[config.mk]
export PLATFORM = sky130hd
export DESIGN_NAME = csr_tcmp_access
export DESIGN_NICKNAME = d
export VERILOG_FILES = /design/src/rtl/csr_tcmp_pkg.sv /design/src/rtl/csr_lvl_chk.sv /design/src/rtl/csr_tcmp_gate.sv /design/src/rtl/csr_fault_merge.sv /design/src/rtl/csr_tcmp_access.sv
export SDC_FILE = /design/constraint.sdc
export NUM_CORES = 1
export LEC_CHECK = 0
export ABC_AREA = 1
export BUFFER_PORTS_ARGS = -buffer_cell sky130_fd_sc_hd__buf_2
export CAP_MARGIN = 10
export CORE_AREA = 2 2 39 41
export CTS_CLUSTER_DIAMETER = 60
export CTS_CLUSTER_SIZE = 20
export DETAILED_ROUTE_END_ITERATION = 10
export DIE_AREA = 0 0 41 43
export PLACE_DENSITY = 0.71
export RECOVER_POWER = 25
export SLEW_MARGIN = 20
export SYNTH_ARGS = -nofsm -noshare
export SYNTH_HDL_FRONTEND = slang
export SYNTH_HIERARCHICAL = 1
export SYNTH_SLANG_ARGS = --single-unit
[constraint.sdc]
create_clock -name clk_i -period 0.8 [get_ports clk_i]
set_clock_uncertainty 0.15 [all_clocks]
set_input_delay 0.16 -clock clk_i [delete_from_list [all_inputs] [get_ports clk_i]]
set_output_delay 0.16 -clock clk_i [all_outputs]
set_load 0.05 [all_outputs]
[src/rtl/csr_tcmp_pkg.sv]
package csr_tcmp_pkg;
  typedef enum logic [1:0] {
    FLT_NONE = 2'b00,
    FLT_ILL  = 2'b01,
    FLT_VIRT = 2'b10
  } fault_e;

  localparam logic [1:0] PRIV_U = 2'b00;
  localparam logic [1:0] PRIV_S = 2'b01;
  localparam logic [1:0] PRIV_M = 2'b11;
endpackage

[src/rtl/csr_lvl_chk.sv]
module csr_lvl_chk #(
  parameter int CSR_W = 12
) (
  input  logic [CSR_W-1:0] csr_num_i,
  input  logic             csr_we_i,
  input  logic [1:0]       priv_i,
  input  logic             virt_i,
  output logic             ill_o,
  output logic             vflt_o,
  output logic             redir_cand_o
);
  import csr_tcmp_pkg::*;
  localparam int RO_HI  = CSR_W - 1;
  localparam int LVL_HI = CSR_W - 3;

  logic [1:0] lvl;
  logic       is_m, is_s, ro_wr;
  logic [1:0] acting;

  assign lvl   = csr_num_i[LVL_HI -: 2];
  assign is_m  = (priv_i == PRIV_M);
  assign is_s  = (priv_i == PRIV_S);
  assign ro_wr = csr_we_i && (csr_num_i[RO_HI -: 2] == 2'b11);
  assign acting = is_s ? 2'd2 : 2'd0;

  always_comb begin
    ill_o  = ro_wr;
    vflt_o = 1'b0;
    if (!is_m) begin
      if (!virt_i) begin
        ill_o = ro_wr || (lvl > acting);
      end else begin
        ill_o  = ro_wr || (lvl == 2'd3);
        vflt_o = (lvl == 2'd2) || (!is_s && lvl == 2'd1);
      end
    end
  end

  assign redir_cand_o = !is_m && virt_i && (lvl == 2'd1);
endmodule

[src/rtl/csr_tcmp_gate.sv]
module csr_tcmp_gate #(
  parameter int               CSR_W     = 12,
  parameter logic [CSR_W-1:0] S_CMP_NUM  = 12'h14D,
  parameter logic [CSR_W-1:0] VS_CMP_NUM = 12'h24D
) (
  input  logic [CSR_W-1:0] csr_num_i,
  input  logic [1:0]       priv_i,
  input  logic             virt_i,
  input  logic             menv_tce_i,
  input  logic             henv_tce_i,
  output logic             ill_o,
  output logic             vflt_o
);
  import csr_tcmp_pkg::*;
  logic hit_s, hit_vs, non_m, henv_eff;

  assign hit_s    = (csr_num_i == S_CMP_NUM);
  assign hit_vs   = (csr_num_i == VS_CMP_NUM);
  assign non_m    = (priv_i != PRIV_M);
  // hypervisor enable reads as zero while the machine enable is clear
  assign henv_eff = menv_tce_i && henv_tce_i;

  assign ill_o  = non_m && (hit_s || hit_vs) && !menv_tce_i;
  assign vflt_o = non_m && hit_s && virt_i && menv_tce_i && !henv_eff;
endmodule

[src/rtl/csr_fault_merge.sv]
module csr_fault_merge (
  input  logic                    lvl_ill_i,
  input  logic                    lvl_vflt_i,
  input  logic                    gate_ill_i,
  input  logic                    gate_vflt_i,
  input  logic                    redir_cand_i,
  output csr_tcmp_pkg::fault_e    fault_o,
  output logic                    allow_o,
  output logic                    redir_o
);
  import csr_tcmp_pkg::*;
  always_comb begin
    if (lvl_ill_i || gate_ill_i)        fault_o = FLT_ILL;
    else if (lvl_vflt_i || gate_vflt_i) fault_o = FLT_VIRT;
    else                                fault_o = FLT_NONE;
  end
  assign allow_o = (fault_o == FLT_NONE);
  assign redir_o = allow_o && redir_cand_i;
endmodule

[src/rtl/csr_tcmp_access.sv]
module csr_tcmp_access #(
  parameter int               CSR_W      = 12,
  parameter logic [CSR_W-1:0] S_CMP_NUM  = 12'h14D,
  parameter logic [CSR_W-1:0] VS_CMP_NUM = 12'h24D
) (
  input  logic             clk_i,
  input  logic             rst_ni,
  input  logic             req_valid_i,
  input  logic [CSR_W-1:0] csr_num_i,
  input  logic             csr_we_i,
  input  logic [1:0]       priv_i,
  input  logic             virt_i,
  input  logic             menv_tce_i,
  input  logic             henv_tce_i,
  output logic             rsp_valid_o,
  output logic             allow_o,
  output logic [1:0]       fault_o,
  output logic             redirect_o
);
  import csr_tcmp_pkg::*;

  logic   lvl_ill, lvl_vflt, redir_cand, gate_ill, gate_vflt;
  logic   allow_d, redir_d;
  fault_e fault_d;

  csr_lvl_chk #(.CSR_W(CSR_W)) u_lvl (
    .csr_num_i    (csr_num_i),
    .csr_we_i     (csr_we_i),
    .priv_i       (priv_i),
    .virt_i       (virt_i),
    .ill_o        (lvl_ill),
    .vflt_o       (lvl_vflt),
    .redir_cand_o (redir_cand)
  );

  csr_tcmp_gate #(
    .CSR_W(CSR_W), .S_CMP_NUM(S_CMP_NUM), .VS_CMP_NUM(VS_CMP_NUM)
  ) u_gate (
    .csr_num_i  (csr_num_i),
    .priv_i     (priv_i),
    .virt_i     (virt_i),
    .menv_tce_i (menv_tce_i),
    .henv_tce_i (henv_tce_i),
    .ill_o      (gate_ill),
    .vflt_o     (gate_vflt)
  );

  csr_fault_merge u_merge (
    .lvl_ill_i    (lvl_ill),
    .lvl_vflt_i   (lvl_vflt),
    .gate_ill_i   (gate_ill),
    .gate_vflt_i  (gate_vflt),
    .redir_cand_i (redir_cand),
    .fault_o      (fault_d),
    .allow_o      (allow_d),
    .redir_o      (redir_d)
  );

  always_ff @(posedge clk_i or negedge rst_ni) begin
    if (!rst_ni) begin
      rsp_valid_o <= 1'b0;
      allow_o     <= 1'b0;
      fault_o     <= 2'b00;
      redirect_o  <= 1'b0;
    end else begin
      rsp_valid_o <= req_valid_i;
      allow_o     <= req_valid_i && allow_d;
      fault_o     <= req_valid_i ? fault_d : 2'b00;
      redirect_o  <= req_valid_i && redir_d;
    end
  end
endmodule

==> results.md, run 1 <==
- # setup viols final: 9
- CTS sink cnt: 5
- Global-route wire length before repair: 1.68 mm
- CTS tree: yes
- Detailed placer's ending HPWL: 796 um
- Pint: 585 uW
- Worst-case clock buffer depth: 2
- Number of synthesized register bits: 5
- Actual slew at the worst max-slew pin: 0.216 ns
- Number of fill cells: 138
- Hold Path Origin: req_valid_i
- Worst setup startpoint: priv_i[1]
- Final Power: 839 uW
- Number of port buffers: 25
- Pre-antenna DRT Iters: 4
- Maxcap violations: 0
- Max FO, Critical Path: 2
- Clk pwr share: 33.4%
- Minimum clock period: 1.35 ns
- Synth warn: 6
- Failing checks: negative hold slack, negative setup slack
- Minimum hold slack: -0.0548 ns
- Post-synthesis sequential area ratio: 32.1%
- Number of post-CTS setup repair buffers: 0
- Maximum number of pins on one net before global-route repair: 7
- ANT nets after route: 0
- Util after Layout: 48.8%
- Comb power frac: 33.8%
- Clock Pin Slew Worst Setup and Hold Paths: 0.04 ns
- Initial antenna violation count: 0
- Critical path class: input pin to flop
- Worst Setup Start Kind: input pin
- Area delta synth->final: 73.1%
- GPL Wtd Cong: 0.733
- Crit path capture type: flop
- Sw Share: 30.2%
- Slew Limit Fails: 0
- Syn nets: 89
- Slew HR: 85.5%
- PwrDens: 1240 nW/um2
- VDD IR max: 0.328 mV
- CTS root buffer: clkbuf_4
- Average size of a mapped cell: 5.83 um2
- Arr. time, crit path: 1.38 ns
- Nets: 125
- Leakage: 0.418 nW
- Overflow after GRT: 0
- Full die area: 1760 um2
- Row count: 14
- Iter 0 DRT Violations: 6
- Final Hold Viols: 1
- Vias per std cell: 4.25
- P_sw: 254 uW
- Unique masters post-synth: 11
- Number of global-route vias before repair: 499
- Hold Path Stages: 1
- H-tree depth: 1
- Placeable Area: 1380 um2
- Top achievable clock speed: 739 MHz
- Drc violations: 0
- Fraction of layout cells with a size suffix above 1: 41.2%
- Seq pwr share: 32.8%
- RSZ-0062 raised after global routing: true
- CTS buffer count: 3
- Min-Delay Path Class: input pin to flop
- Crit path required time: 0.82 ns
- Chip height: 43 um
- Avg WL per Cell: 7.82 um
- Placed insts: 113
- Die width: 41 um
- Outcome: complete, but fails checks
- Hold Buf Count CTS: 1
- Final Non-Filler Cells: 118
- Mapped Area: 390 um2
- Boundary Pins: 26
- Total Wirelength: 923 um
- Setup ws final: -0.552 ns
- Fin crit share: 169%
- Setup TNS Final: -3.47 ns
- Via count: 501
- Cells after Synth: 67
- Diode count: 0
- Initial core utilization: 28.2%
- Total GRT Usage: 13.2%
==> kinds of logic (layout without fill, tap and decap cells) <==
logic type                 after synthesis  in the layout  synth area share, %
and+or+nand+nor                         42             42                 45.8
adders and majority gates                1              1                 3.20
DFF                                      5              5                 32.1
buffers and inverters                   17             52                 16.3
AOI/OAI and AO/OA                        2              2                 2.56
==> power groups by stage <==
stage,Combinational (mW),Clock (mW),Sequential [mW]
2_1_floorplan,0.0827,0,0.326
4_1_cts,0.278,0.293,0.276
5_1_grt,0.318,0.315,0.277
3_5_place_dp,0.248,0,0.276
6_report,0.283,0.281,0.275
3_3_place_gp,0.240,0,0.275
==> registers in the layout, summed over array words and instances, names as in the netlist <==
register / flops
allow_o: 1
fault_o: 2
redirect_o: 1
rsp_valid_o: 1
==> per-layer routing <==
metal | part of all wire (%) | track usage, % | vias up | wire length, um
met4 | 0 | 7.33 | 0 | 0
met1 | 35 | 10.3 | 219 | 319
met3 | 5.5 | 2.09 | 0 | 51
met5 | 0 | 0 | - | 0
met2 | 60 | 26.6 | 13 | 552
li1 | - | - | 269 | -
==> what timing repair did <==
item                                    4_1_cts  5_1_grt
endpoints found under the setup margin        9        9
pin swaps                                     3        1
resized for setup                            14        3
endpoints found under the hold margin         6        1
==> through the flow <==
stage                     setup WS, ns  area (um2)
after floorplan                 -0.617         397
after global placement          -0.813         579
after detailed placement        -0.858         579
after CTS                       -0.586         664
after global routing            -0.679         676
final                           -0.552         676
==> critical path: stages <==
cell and delay (ns):
buf_6 0.09, or2_1 0.22, ha_1 0.29, inv_1 0.04
nand2_1 0.04, nand2_1 0.04, nand2_1 0.07, nand3_2 0.08
nor2_4 0.10, inv_1 0.06, nor2_1 0.08, nand2_1 0.05
inv_1 0.05
==> Yosys cell counts <==
library cell  count  area share (%)
dfrtp_1           5              32
nor2_1           10             9.6
nand2_1          20              19
nand3_1           7             9.0
ha_1              1             3.2
nand4_1           1             1.6
nor2_2            3             4.8
o21ai_0           1             1.3
or2_1             1             1.6
a21oi_1           1             1.3
inv_1            17              16
==> area by class of cell <==
cell class / instances / area, um2 / area share [%]
Timing Repair Buffer: 31 / 220 / 32.6
Tap cell: 16 / 20.0 / 2.96
Sequential cell: 5 / 129 / 19.1
Clock buffer: 4 / 26.3 / 3.89
Multi-Input combinational cell: 45 / 214 / 31.7
Inverter: 17 / 66.3 / 9.81
==> placed cells by master, fill, tap and decap left out <==
cell type,instances
buf_8,1
nor2_4,1
dlygate4sd3_1,1
nand4_1,1
ha_1,1
o21ai_0,1
inv_1,16
clkbuf_1,1
a21oi_1,1
nand2_2,1
dfrtp_1,2
buf_6,6
nor2_1,10
nand3_1,6
clkbuf_4,3
nand2_1,19
buf_4,5
nand3_2,1
nor2_2,2
or2_1,1
inv_4,1
dfrtp_2,3
buf_2,18
==> path summary, 6_finish.rpt <==
path	endpoint	slack, ns
max in group asynchronous	allow_o	0.24
worst min-delay path	rsp_valid_o	-0.05
worst max-delay path	fault_o[1]	-0.55
min in group asynchronous	fault_o[0]	0.12
(Power assumes the default switching activity.)
==> run 2, diff against run 1 <==
--- a/config.mk
+++ b/config.mk
@@ -5,7 +5,6 @@
 export SDC_FILE = /design/constraint.sdc
 export NUM_CORES = 1
 export LEC_CHECK = 0
-export ABC_AREA = 1
 export BUFFER_PORTS_ARGS = -buffer_cell sky130_fd_sc_hd__buf_2
 export CAP_MARGIN = 10
 export CORE_AREA = 2 2 39 41
@@ -13,7 +12,7 @@
 export CTS_CLUSTER_SIZE = 20
 export DETAILED_ROUTE_END_ITERATION = 10
 export DIE_AREA = 0 0 41 43
-export PLACE_DENSITY = 0.71
+export PLACE_DENSITY = 0.68
 export RECOVER_POWER = 25
 export SLEW_MARGIN = 20
 export SYNTH_ARGS = -nofsm -noshare
==> results.md, run 2 <==
- Via count: 396 (was 501)
- Unique masters post-synth: 21 (was 11)
- Commonest cells post-synth: 5 x and2_1, 5 x dfrtp_1, 3 x nand3_1, 3 x nor2_1 (was 20 x nand2_1, 17 x inv_1, 10 x nor2_1)
- Average size of a mapped cell: 9.77 um2 (was 5.83 um2)
- Row count: 14 (unchanged)
- Minimum hold slack: -0.0771 ns (was -0.0548 ns)
- CTS root buffer: clkbuf_4 (unchanged)
- Synth top area share: 34.6% (was 32.1%)
- Pre-antenna DRT Iters: 3 (was 4)
- Chip height: 43 um (unchanged)
- Minimum clock period: 1.40 ns (was 1.35 ns)
- Post-synthesis sequential area ratio: 34.6% (was 32.1%)
- Initial core utilization: 26.1% (was 28.2%)
- Most frequent cells in the layout: 15 x buf_2, 10 x buf_6, 5 x and2_1, 4 x dfrtp_2, 4 x buf_4 (was 19 x nand2_1, 18 x buf_2, 16 x inv_1, 10 x nor2_1)
- Min-Delay Path Class: input pin to flop (unchanged)
- Outcome: complete, but fails checks (unchanged)
- Placeable Area: 1380 um2 (unchanged)
- Crit path capture type: flop (unchanged)
- Fin area: 687 um2 (was 676 um2)
- EDFF count, synth: 0 (unchanged)
- Max FO, Critical Path: 2 (unchanged)
- Most common cell after layout, fill and taps aside: buf_2 (was nand2_1)
- Fraction of layout cells with a size suffix above 1: 66.2% (was 41.2%)
- Most flop-heavy register: fault_o (unchanged)
- Worst Setup Start Kind: input pin (unchanged)
- Fin crit share: 175% (was 169%)
- Overflow after GRT: 0 (unchanged)
- Asr flop ratio synth: 100% (unchanged)
- Boundary Pins: 26 (unchanged)
- GPL Wtd Cong: 0.707 (was 0.733)
- Number of synthesized register bits: 5 (unchanged)
- Placed insts: 82 (was 113)
- Actual slew at the worst max-slew pin: 0.269 ns (was 0.216 ns)
- Number of port buffers: 25 (unchanged)
- Hold Buf Count CTS: 1 (unchanged)
- CTS sink cnt: 5 (unchanged)
- DP Area: 562 um2 (was 579 um2)
- Area delta synth->final: 90.0% (was 73.1%)
- Full die area: 1760 um2 (unchanged)
- Crit path required time: 0.82 ns (about the same)
- Total GRT Usage: 10.8% (was 13.2%)
- ANT nets after route: 0 (unchanged)
- Detailed placer's ending HPWL: 719 um (was 796 um)
- Synth warn: 6 (unchanged)
- Maxcap violations: 0 (unchanged)
- Maximum number of pins on one net before global-route repair: 8 (was 7)
- Clock Pin Slew Worst Setup and Hold Paths: 0.04 ns (about the same)
- Dominant cell type by area after synthesis: dfrtp_1 (unchanged)
- Global-route wire length before repair: 1.28 mm (was 1.68 mm)
- Mapped Area: 362 um2 (was 390 um2)
- Initial antenna violation count: 0 (unchanged)
- Leakage: 0.318 nW (was 0.418 nW)
- Slew Limit Fails: 0 (unchanged)
- Slew HR: 82.0% (was 85.5%)
- PwrDens: 1230 nW/um2 (was 1240 nW/um2)
- CTS buffer count: 3 (unchanged)
- Drc violations: 0 (unchanged)
- Max reg flops: 2 (unchanged)
- Number of global-route vias before repair: 373 (was 499)
- Vias per std cell: 4.55 (was 4.25)
- Die width: 41 um (unchanged)
- Avg WL per Cell: 9.80 um (was 7.82 um)
- Diode count: 0 (unchanged)
- Top area cells in the synthesized netlist: dfrtp_1 35%, and2_1 8.7%, nor4_2 6.9% (was dfrtp_1 32%, nand2_1 19%, inv_1 16%)
- Final Hold Viols: 1 (unchanged)
- Setup ws final: -0.599 ns (was -0.552 ns)
- VDD IR max: 0.462 mV (was 0.328 mV)
- Cells after Synth: 37 (was 67)
- Iter 0 DRT Violations: 2 (was 6)
- Failing checks: negative hold slack, negative setup slack (unchanged)
- Total Wirelength: 853 um (was 923 um)
- CTS tree: yes (unchanged)
- Nets: 94 (was 125)
- Synth Flop Type: dfrtp_1 (unchanged)
- # setup viols final: 9 (unchanged)
- Top achievable clock speed: 715 MHz (was 739 MHz)
- RSZ-0062 raised after global routing: true (unchanged)
- Syn nets: 59 (was 89)
- H-tree depth: 1 (unchanged)
- Arr. time, crit path: 1.42 ns (was 1.38 ns)
- Final Non-Filler Cells: 87 (was 118)
- Worst-case clock buffer depth: 2 (unchanged)
- Critical path class: input pin to flop (unchanged)
-- run 2: worst paths after layout --
path                        startpoint          end  slack (ns)  depth (start not counted)
worst max-delay path         priv_i[1]   fault_o[1]       -0.60                          8
worst min-delay path       req_valid_i  rsp_valid_o       -0.08                          1
max in group asynchronous       rst_ni   fault_o[1]        0.25                          2
min in group asynchronous       rst_ni   redirect_o        0.11                          2
-- run 2: through the flow --
step / power [mW] / utilization (%) / worst slack [ns] / setup TNS, ns
after floorplan: 0.405 / - / -0.717 / -2.83
after global placement: 0.512 / 40.6 / -0.880 / -3.75
after detailed placement: 0.517 / 40.6 / -0.901 / -3.86
after CTS: 0.844 / 46.2 / -0.604 / -3.73
after global routing: 0.917 / 49.6 / -0.680 / -4.10
final: 0.847 / 49.6 / -0.599 / -3.67
-- run 2: worst max-delay path, cell delays in order --
cell,delay [ns]
buf_6,0.09
nand2b_4,0.13
ha_4,0.26
mux2i_2,0.22
o311ai_2,0.11
or2_1,0.23
nor2_1,0.09
and2_1,0.12
-- run 2: area by class of cell --
cell class / count / area [um2]
multi-input combinational: 30 / 275
sequential: 5 / 130
tap: 16 / 20.0
fill: 132 / 697
inverter: 2 / 7.51
clock buffer: 4 / 26.3
timing repair buffer: 30 / 228
-- run 2: power by group --
part	leakage [nW]	internal, mW	switching, mW
clock	0.0150	0.188	0.0944
combinational	0.243	0.149	0.140
sequential	0.0600	0.269	0.00606
-- run 2: what timing repair did --
| item | in CTS | in global routing |
|---|---|---|
| endpoints found under the hold margin | 6 | 1 |
| buffers inserted | 0 | 0 |
| pin swaps | 4 | 2 |
| endpoints found under the setup margin | 9 | 9 |
| resized for setup | 12 | 7 |
-- run 2: kinds of logic after synthesis --
| logic type | Yosys count | share of synthesized area (%) |
|---|---|---|
| DFF | 5 | 34.6 |
| AOI/OAI and AO/OA | 2 | 6.23 |
| muxes | 1 | 2.77 |
| xor gates and xnor gates | 1 | 2.42 |
| buffers and inverters | 2 | 2.08 |
| adders and majority gates | 1 | 3.46 |
| and+or+nand+nor | 25 | 48.4 |
-- run 2: routing by layer --
metal	global-route usage, %	share of wire (%)
met4	8.00	0
met2	17.8	52
met3	2.09	10
met5	0	0
met1	11.1	37
